`config.mk`:
```
export PLATFORM = sky130hd
export DESIGN_NAME = byte_crc_engine
export DESIGN_NICKNAME = d
export VERILOG_FILES = /design/src/rtl/crc_pkg.sv /design/src/rtl/crc_mode_reg.sv /design/src/rtl/crc_byte_step.sv /design/src/rtl/crc_accum.sv /design/src/rtl/byte_crc_engine.sv
export SDC_FILE = /design/constraint.sdc
export NUM_CORES = 1
export LEC_CHECK = 0
export BUFFER_PORTS_ARGS = -buffer_cell sky130_fd_sc_hd__buf_2
export CAP_MARGIN = 30
export CORE_AREA = 2 2 109 111
export DETAILED_ROUTE_END_ITERATION = 10
export DIE_AREA = 0 0 111 113
export SLEW_MARGIN = 20
export SYNTH_ARGS = -nofsm -noshare
export SYNTH_HDL_FRONTEND = slang
export SYNTH_SLANG_ARGS = --single-unit
```
`constraint.sdc`:
```
create_clock -name clk -period 9.8 [get_ports clk]
set_input_delay 1.47 -clock clk [delete_from_list [all_inputs] [get_ports clk]]
set_output_delay 1.47 -clock clk [all_outputs]
set_load 0.01 [all_outputs]
```
`src/rtl/crc_pkg.sv`:
```
// Package: shared constants, types and polynomial helpers for the byte CRC engine.
// Assumes the data width is smaller than the checksum width.
package crc_pkg;
    localparam int DATA_W   = 8;
    localparam int CRC_W    = 16;
    localparam int NARROW_W = 8;

    typedef enum logic [1:0] {
        POLY_C8  = 2'd0,   // x^8 + x^2 + x + 1
        POLY_A16 = 2'd1,   // x^16 + x^15 + x^2 + 1
        POLY_B16 = 2'd2,   // x^16 + x^12 + x^5 + 1
        POLY_RSV = 2'd3    // reserved, rejected
    } poly_sel_e;

    typedef enum logic [1:0] {
        ADDR_MODE = 2'd0,
        ADDR_DATA = 2'd1,
        ADDR_SEED = 2'd2,
        ADDR_NONE = 2'd3
    } reg_addr_e;

    typedef struct packed {
        poly_sel_e sel;
        logic      lsb_first;
    } crc_mode_t;

    // Tap pattern (without the leading term) of each polynomial, right aligned.
    function automatic logic [CRC_W-1:0] poly_taps(input poly_sel_e s);
        logic [CRC_W-1:0] t;
        case (s)
            POLY_C8:  t = CRC_W'(16'h0007);
            POLY_A16: t = CRC_W'(16'h8005);
            POLY_B16: t = CRC_W'(16'h1021);
            default:  t = '0;
        endcase
        return t;
    endfunction

    // Full-width bit reversal.
    function automatic logic [CRC_W-1:0] reverse_bits(input logic [CRC_W-1:0] v);
        logic [CRC_W-1:0] r;
        for (int i = 0; i < CRC_W; i++) begin
            r[CRC_W-1-i] = v[i];
        end
        return r;
    endfunction
endpackage

```
`src/rtl/crc_mode_reg.sv`:
```
// Module: holds the polynomial select and bit order, and derives the tap
// vectors for both shift directions. Assumes one write strobe per cycle.
// A write with the reserved select code is dropped entirely.
module crc_mode_reg
    import crc_pkg::*;
#(
    parameter int CW = CRC_W,
    parameter int NW = NARROW_W
) (
    input  logic            clk,
    input  logic            rst_n,
    input  logic            mode_we,
    input  logic [2:0]      mode_wdata,
    output crc_mode_t       mode_q,
    output logic            clear_req,
    output logic            narrow,
    output logic [CW-1:0]   taps_msb,
    output logic [CW-1:0]   taps_lsb
);
    localparam int ALIGN = CW - NW;

    poly_sel_e        req_sel;
    logic             accept;
    logic [CW-1:0]    taps_raw;
    logic [CW-1:0]    taps_rev;

    // Purpose: decode the requested select and decide whether to accept it.
    always_comb begin
        req_sel = poly_sel_e'(mode_wdata[1:0]);
        accept  = mode_we && (req_sel != POLY_RSV);
    end

    // Purpose: mode register, reset to the 8-bit polynomial and MSB-first.
    always_ff @(posedge clk) begin
        if (!rst_n) begin
            mode_q.sel       <= POLY_C8;
            mode_q.lsb_first <= 1'b0;
        end else if (accept) begin
            mode_q.sel       <= req_sel;
            mode_q.lsb_first <= mode_wdata[2];
        end
    end

    // Purpose: derive tap vectors aligned for each shift direction.
    always_comb begin
        narrow    = (mode_q.sel == POLY_C8);
        taps_raw  = poly_taps(mode_q.sel);
        taps_rev  = reverse_bits(taps_raw);
        taps_msb  = narrow ? (taps_raw << ALIGN) : taps_raw;
        taps_lsb  = narrow ? (taps_rev >> ALIGN) : taps_rev;
        clear_req = accept;
    end


    rsv_sel_ignored_chk: assert property (@(posedge clk) disable iff (!rst_n)
        (mode_we && mode_wdata[1:0] == 2'b11) |=> $stable({mode_q.sel, mode_q.lsb_first}));
endmodule

```
`src/rtl/crc_byte_step.sv`:
```
// Module: combinational fold of one data byte into the checksum, unrolled
// over all data bits, for both shift directions. A narrow checksum is
// left-aligned for the MSB-first path and kept right-aligned for LSB-first.
// Assumes DW < CW.
module crc_byte_step
    import crc_pkg::*;
#(
    parameter int CW = CRC_W,
    parameter int DW = DATA_W,
    parameter int NW = NARROW_W
) (
    input  logic [CW-1:0] cur,
    input  logic [DW-1:0] din,
    input  logic [CW-1:0] taps_msb,
    input  logic [CW-1:0] taps_lsb,
    input  logic          narrow,
    input  logic          lsb_first,
    output logic [CW-1:0] nxt
);
    localparam int PAD   = CW - DW;
    localparam int ALIGN = CW - NW;

    logic [CW-1:0] msb_chain [DW+1];
    logic [CW-1:0] lsb_chain [DW+1];
    logic [CW-1:0] cur_left;
    logic [CW-1:0] msb_res;

    assign cur_left     = narrow ? (cur << ALIGN) : cur;
    assign msb_chain[0] = cur_left ^ {din, {PAD{1'b0}}};
    assign lsb_chain[0] = cur ^ {{PAD{1'b0}}, din};

    // One shift stage per data bit in each direction.
    for (genvar b = 0; b < DW; b++) begin : g_stage
        assign msb_chain[b+1] = msb_chain[b][CW-1] ? ((msb_chain[b] << 1) ^ taps_msb)
                                                   :  (msb_chain[b] << 1);
        assign lsb_chain[b+1] = lsb_chain[b][0]    ? ((lsb_chain[b] >> 1) ^ taps_lsb)
                                                   :  (lsb_chain[b] >> 1);
    end

    // Purpose: realign the MSB-first result and pick the active direction.
    always_comb begin
        msb_res = narrow ? (msb_chain[DW] >> ALIGN) : msb_chain[DW];
        nxt     = lsb_first ? lsb_chain[DW] : msb_res;
    end
endmodule

```
`src/rtl/crc_accum.sv`:
```
// Module: the checksum register. Priority is clear, then seed, then byte update.
// Assumes at most one of the three requests per cycle (address decoded).
module crc_accum
    import crc_pkg::*;
#(
    parameter int CW = CRC_W,
    parameter int NW = NARROW_W
) (
    input  logic          clk,
    input  logic          rst_n,
    input  logic          clear_req,
    input  logic          seed_we,
    input  logic [CW-1:0] seed_val,
    input  logic          upd_we,
    input  logic [CW-1:0] upd_val,
    input  logic          narrow,
    output logic [CW-1:0] crc_q
);
    logic [CW-1:0] seed_masked;

    // Purpose: keep only the low bits of a seed in narrow mode.
    always_comb begin
        seed_masked = narrow ? {{(CW-NW){1'b0}}, seed_val[NW-1:0]} : seed_val;
    end

    // Purpose: update the running checksum.
    always_ff @(posedge clk) begin
        if (!rst_n)          crc_q <= '0;
        else if (clear_req)  crc_q <= '0;
        else if (seed_we)    crc_q <= seed_masked;
        else if (upd_we)     crc_q <= upd_val;
    end


    narrow_upper_zero_chk: assert property (@(posedge clk) disable iff (!rst_n)
        narrow |-> (crc_q[CW-1:NW] == '0));


    seed_load_chk: assert property (@(posedge clk) disable iff (!rst_n)
        (seed_we && !clear_req && !narrow) |=> (crc_q == $past(seed_val)));
endmodule

```
`src/rtl/byte_crc_engine.sv`:
```
// Module: top of the byte CRC engine. Decodes the write port into mode,
// data and seed requests, and ties the mode register, the byte step and
// the checksum register together. Assumes a single write per cycle.
module byte_crc_engine
    import crc_pkg::*;
#(
    parameter int CW = CRC_W,
    parameter int DW = DATA_W,
    parameter int NW = NARROW_W
) (
    input  logic          clk,
    input  logic          rst_n,
    input  logic          wr_en,
    input  logic [1:0]    wr_addr,
    input  logic [CW-1:0] wr_data,
    output logic [CW-1:0] crc_out
);
    logic          mode_we, data_we, seed_we;
    crc_mode_t     mode_q;
    logic          clear_req;
    logic          narrow;
    logic [CW-1:0] taps_msb, taps_lsb;
    logic [CW-1:0] step_nxt;
    logic [CW-1:0] crc_q;

    // Purpose: address decode of the write port.
    always_comb begin
        mode_we = wr_en && (reg_addr_e'(wr_addr) == ADDR_MODE);
        data_we = wr_en && (reg_addr_e'(wr_addr) == ADDR_DATA);
        seed_we = wr_en && (reg_addr_e'(wr_addr) == ADDR_SEED);
    end

    crc_mode_reg #(.CW(CW), .NW(NW)) u_mode (
        .clk        (clk),
        .rst_n      (rst_n),
        .mode_we    (mode_we),
        .mode_wdata (wr_data[2:0]),
        .mode_q     (mode_q),
        .clear_req  (clear_req),
        .narrow     (narrow),
        .taps_msb   (taps_msb),
        .taps_lsb   (taps_lsb)
    );

    crc_byte_step #(.CW(CW), .DW(DW), .NW(NW)) u_step (
        .cur        (crc_q),
        .din        (wr_data[DW-1:0]),
        .taps_msb   (taps_msb),
        .taps_lsb   (taps_lsb),
        .narrow     (narrow),
        .lsb_first  (mode_q.lsb_first),
        .nxt        (step_nxt)
    );

    crc_accum #(.CW(CW), .NW(NW)) u_acc (
        .clk        (clk),
        .rst_n      (rst_n),
        .clear_req  (clear_req),
        .seed_we    (seed_we),
        .seed_val   (wr_data),
        .upd_we     (data_we),
        .upd_val    (step_nxt),
        .narrow     (narrow),
        .crc_q      (crc_q)
    );

    assign crc_out = crc_q;


    mode_write_clears_chk: assert property (@(posedge clk) disable iff (!rst_n)
        (wr_en && wr_addr == 2'd0 && wr_data[1:0] != 2'b11) |=> (crc_out == '0));


    idle_hold_chk: assert property (@(posedge clk) disable iff (!rst_n)
        (!wr_en || wr_addr == 2'd3) |=> $stable(crc_out));
endmodule

```
==> insert_results.sql <==
INSERT INTO impl_metrics (metric_group, metric, value, unit) VALUES
('status', 'run_status', 'finished clean', ''),
('detailed_routing', 'drt_pass1_iterations', '6', ''),
('clock_network', 'holdBufCountCts', '0', ''),
('yosys', 'yosys_register_bits', '19', ''),
('grt', 'track_usage', '0.200', ''),
('clock_network', 'cts.root.buffer_cell', 'clkbuf_16', ''),
('grt', 'grt_first_pass_wirelength', '20.1', 'mm'),
('yosys', 'most_common_flop_cell_mapped_by_yosys', 'dfxtp_1', ''),
('yosys', 'synth.yosys.seq_area_share', '0.0981', ''),
('detailed_routing', 'routed_wirelength', '12.9', 'mm'),
('floorplan', 'floorplan.initialDensity', '0.344', ''),
('detailed_routing', 'antenna_violating_nets_post_route', '0', ''),
('worst_hold_path', 'type_of_the_worst_min_delay_path', 'reg -> reg', ''),
('pwr', 'netSwitchingPower', '0.000334', 'W'),
('detailed_routing', 'vias_per_cell', '5.74', ''),
('floorplan', 'die-height', '113', 'um'),
('clock_network', 'clock_tree_from_tritoncts', 'built', ''),
('grt', 'antenna_found_initial', '0', ''),
('yosys', 'synth.top_cells.by_area', 'xnor2_1 (19%), dfxtp_1 (9.8%), xor2_1 (8.8%)', ''),
('detailed_routing', 'route.vias.total', '3859', ''),
('timing', 'min_period_over_period', '0.509', ''),
('placed_design', 'io_buffer_count', '36', ''),
('placed_design', 'placedInstanceArea', '0.00413', 'sq mm'),
('timing', 'total_count_of_max_transition_violations_in_the_final_report', '0', ''),
('critical_path', 'criticalPathCategory', 'in -> reg', ''),
('floorplan', 'core.rowCount', '39', ''),
('yosys', 'post_synth_instance_area', '0.00388', 'sq mm'),
('yosys', 'postSynthNetCount', '540', ''),
('floorplan', 'placeableCoreArea', '0.0113', 'sq mm'),
('pwr', 'total_leakage_power', '1.66', 'nW'),
('pwr', 'power.ir.vdd_worst', '0.0658', 'mV'),
('timing', 'timing_hold_violations_final', '0', ''),
('grt', 'use_met2', '0.336', ''),
('critical_path', 'setup.worst_path.end_class', 'flop', ''),
('clock_network', 'cts_sinks', '19', ''),
('layout', 'nNetsFinal', '555', ''),
('grt', 'grt_util_met3', '0.0236', ''),
('clock_network', 'path_clk_slew', '0.06', 'ns'),
('pwr', 'power.internal', '0.000371', 'W'),
('floorplan', 'die_area', '0.0125', 'sq mm'),
('pwr', 'power.density_cell_area', '167', 'mW/mm^2'),
('pwr', 'relative_contribution_of_the_clock_network_to_total_power', '0.127', ''),
('clock_network', 'worstSkewPairLatency', '0.26', 'ns'),
('clock_network', 'cts_repair_resize_count', '0', ''),
('clock_network', 'cts_post_setup_buffers_inserted', '0', ''),
('pwr', 'combPwrFrac', '0.733', ''),
('layout', 'final_layout_size_suffix_gt1_frac', '0.119', ''),
('pwr', 'fin_total_pwr', '0.000704', 'W'),
('pwr', 'switching_share', '0.474', ''),
('detailed_routing', 'drt_iter0_drc', '373', ''),
('timing', 'finClkSkew', '0.00845', 'ns'),
('layout', 'syn_to_final_growth', '8.78', '%'),
('yosys', 'synthesis.area_per_instance', '7.53', 'sq um'),
('floorplan', 'die_x', '111', 'um'),
('grt', 'grt_busiest_layer', 'met2', ''),
('timing', 'max_freq', '201', 'MHz'),
('critical_path', 'worst-endpoint-arrival', '5.19', 'ns'),
('flow_run', 'timing.max_cap.violations', '0', ''),
('placed_design', 'half_perimeter_wire_length_after_detailed_placement', '9.69', 'mm'),
('critical_path', 'critPathRequiredTime', '10.01', 'ns'),
('grt', 'grt_pass1_vias', '3587', ''),
('yosys', 'number_of_synthesized_flops_with_an_enable_pin', '0', ''),
('yosys', 'synth_cell_types', '68', ''),
('floorplan', 'floorplan.io_pins', '37', ''),
('yosys', 'netlist.top_cell.by_area', 'xnor2_1', ''),
('timing', 'slew-limit-headroom', '0.422', ''),
('layout', 'design_area', '0.00422', 'sq mm'),
('yosys', 'yosys-top-cells-count', 'xnor2_1 (85), nand2_1 (59), nor2_1 (43)', ''),
('yosys', 'proportion_of_synthesized_flip_flops_having_asynchronous_set_or_reset', '0', ''),
('layout', 'final_core_util', '0.374', ''),
('timing', 'setup_viol', '0', '');
-- routing by layer --
layer	part of all wire	up-vias
li1	-	1813
met1	0.44	1844
met2	0.46	185
met3	0.086	17
met4	0.019	0
met5	0	-
-- area by class of cell --
cell class | count | area, sq um
flip-flops and latches | 19 | 380
clock buffers | 4 | 78.8
fillers | 1179 | 7060
multi-input cells | 458 | 3340
well taps | 143 | 179
repair buffers | 41 | 215
inverters | 7 | 26.3
-- flip-flops by register name, indices dropped and copies added (netlist names) --
| signal | flops |
|---|---|
| u_acc.crc_q | 16 |
| u_mode.mode_q | 3 |
-- path summary, 6_finish.rpt --
check / startpoint / end / slack [ns] / cells after the start
worst min-delay path: u_mode.mode_q[1]$_SDFFE_PN0P_ / u_mode.mode_q[1]$_SDFFE_PN0P_ / 0.57 / 2
worst max-delay path: wr_data[0] / u_acc.crc_q[15]$_SDFFE_PP0P_ / 4.81 / 13
worst max register to register: u_mode.mode_q[1]$_SDFFE_PN0P_ / u_acc.crc_q[7]$_SDFFE_PP0P_ / 4.99 / 15
worst min register to register: u_mode.mode_q[1]$_SDFFE_PN0P_ / u_mode.mode_q[1]$_SDFFE_PN0P_ / 0.57 / 2
-- power groups by stage --
stage / Sequential, W / Clock (W) / Combinational [W]
3_5_place_dp: 0.000100 / 0 / 0.000505
5_1_grt: 0.0000993 / 0.0000907 / 0.000558
3_3_place_gp: 0.000100 / 0 / 0.000499
2_1_floorplan: 0.0000970 / 0 / 0.000411
4_1_cts: 0.0000986 / 0.0000887 / 0.000510
6_report: 0.0000987 / 0.0000892 / 0.000517
-- kinds of logic (layout without fill, tap and decap cells) --
kind of cell	Yosys count	in the layout	synth area share
and+or+nand+nor	179	179	0.220
adders and majority gates	4	4	0.0129
DFF	19	19	0.0981
AOI/OAI and AO/OA	111	111	0.189
muxes	25	25	0.0710
buffers and inverters	38	52	0.0410
xor gates and xnor gates	139	139	0.368
-- cell usage in the layout, fill, tap and decap left out, types with 6 or more instances in the layout --
master / count
xnor2_1: 85
nand2_1: 59
nor2_1: 43
xor2_1: 39
buf_2: 37
o21ai_0: 29
a21oi_1: 26
mux2i_1: 19
dfxtp_1: 19
nor3_1: 13
and3_1: 10
nand2b_1: 8
xnor3_1: 8
nand3_1: 7
or3_1: 7
o22ai_1: 6
a31oi_1: 6
-- worst max-delay path, stage by stage --
cell and delay (ns):
buf_2 0.21, xor2_1 0.54, xnor2_1 0.23, a21oi_1 0.14, or3_1 0.43, xnor2_1 0.27
xnor2_2 0.19, xnor2_1 0.42, mux2i_1 0.34, xnor2_1 0.26, a31oi_1 0.13, a2111oi_0 0.39
or3_1 0.16
-- per-stage QoR --
stage / setup slack, ns / hold slack, ns / cells
5_1_grt: 4.52 / 0.600 / 672
4_1_cts: 4.69 / 0.572 / 671
3_3_place_gp: 4.55 / 0.547 / 666
2_1_floorplan: 5.08 / 0.516 / 515
6_report: 4.81 / 0.567 / 672
3_5_place_dp: 4.45 / 0.564 / 667
No activity file was read; power rests on OpenSTA's default activity.
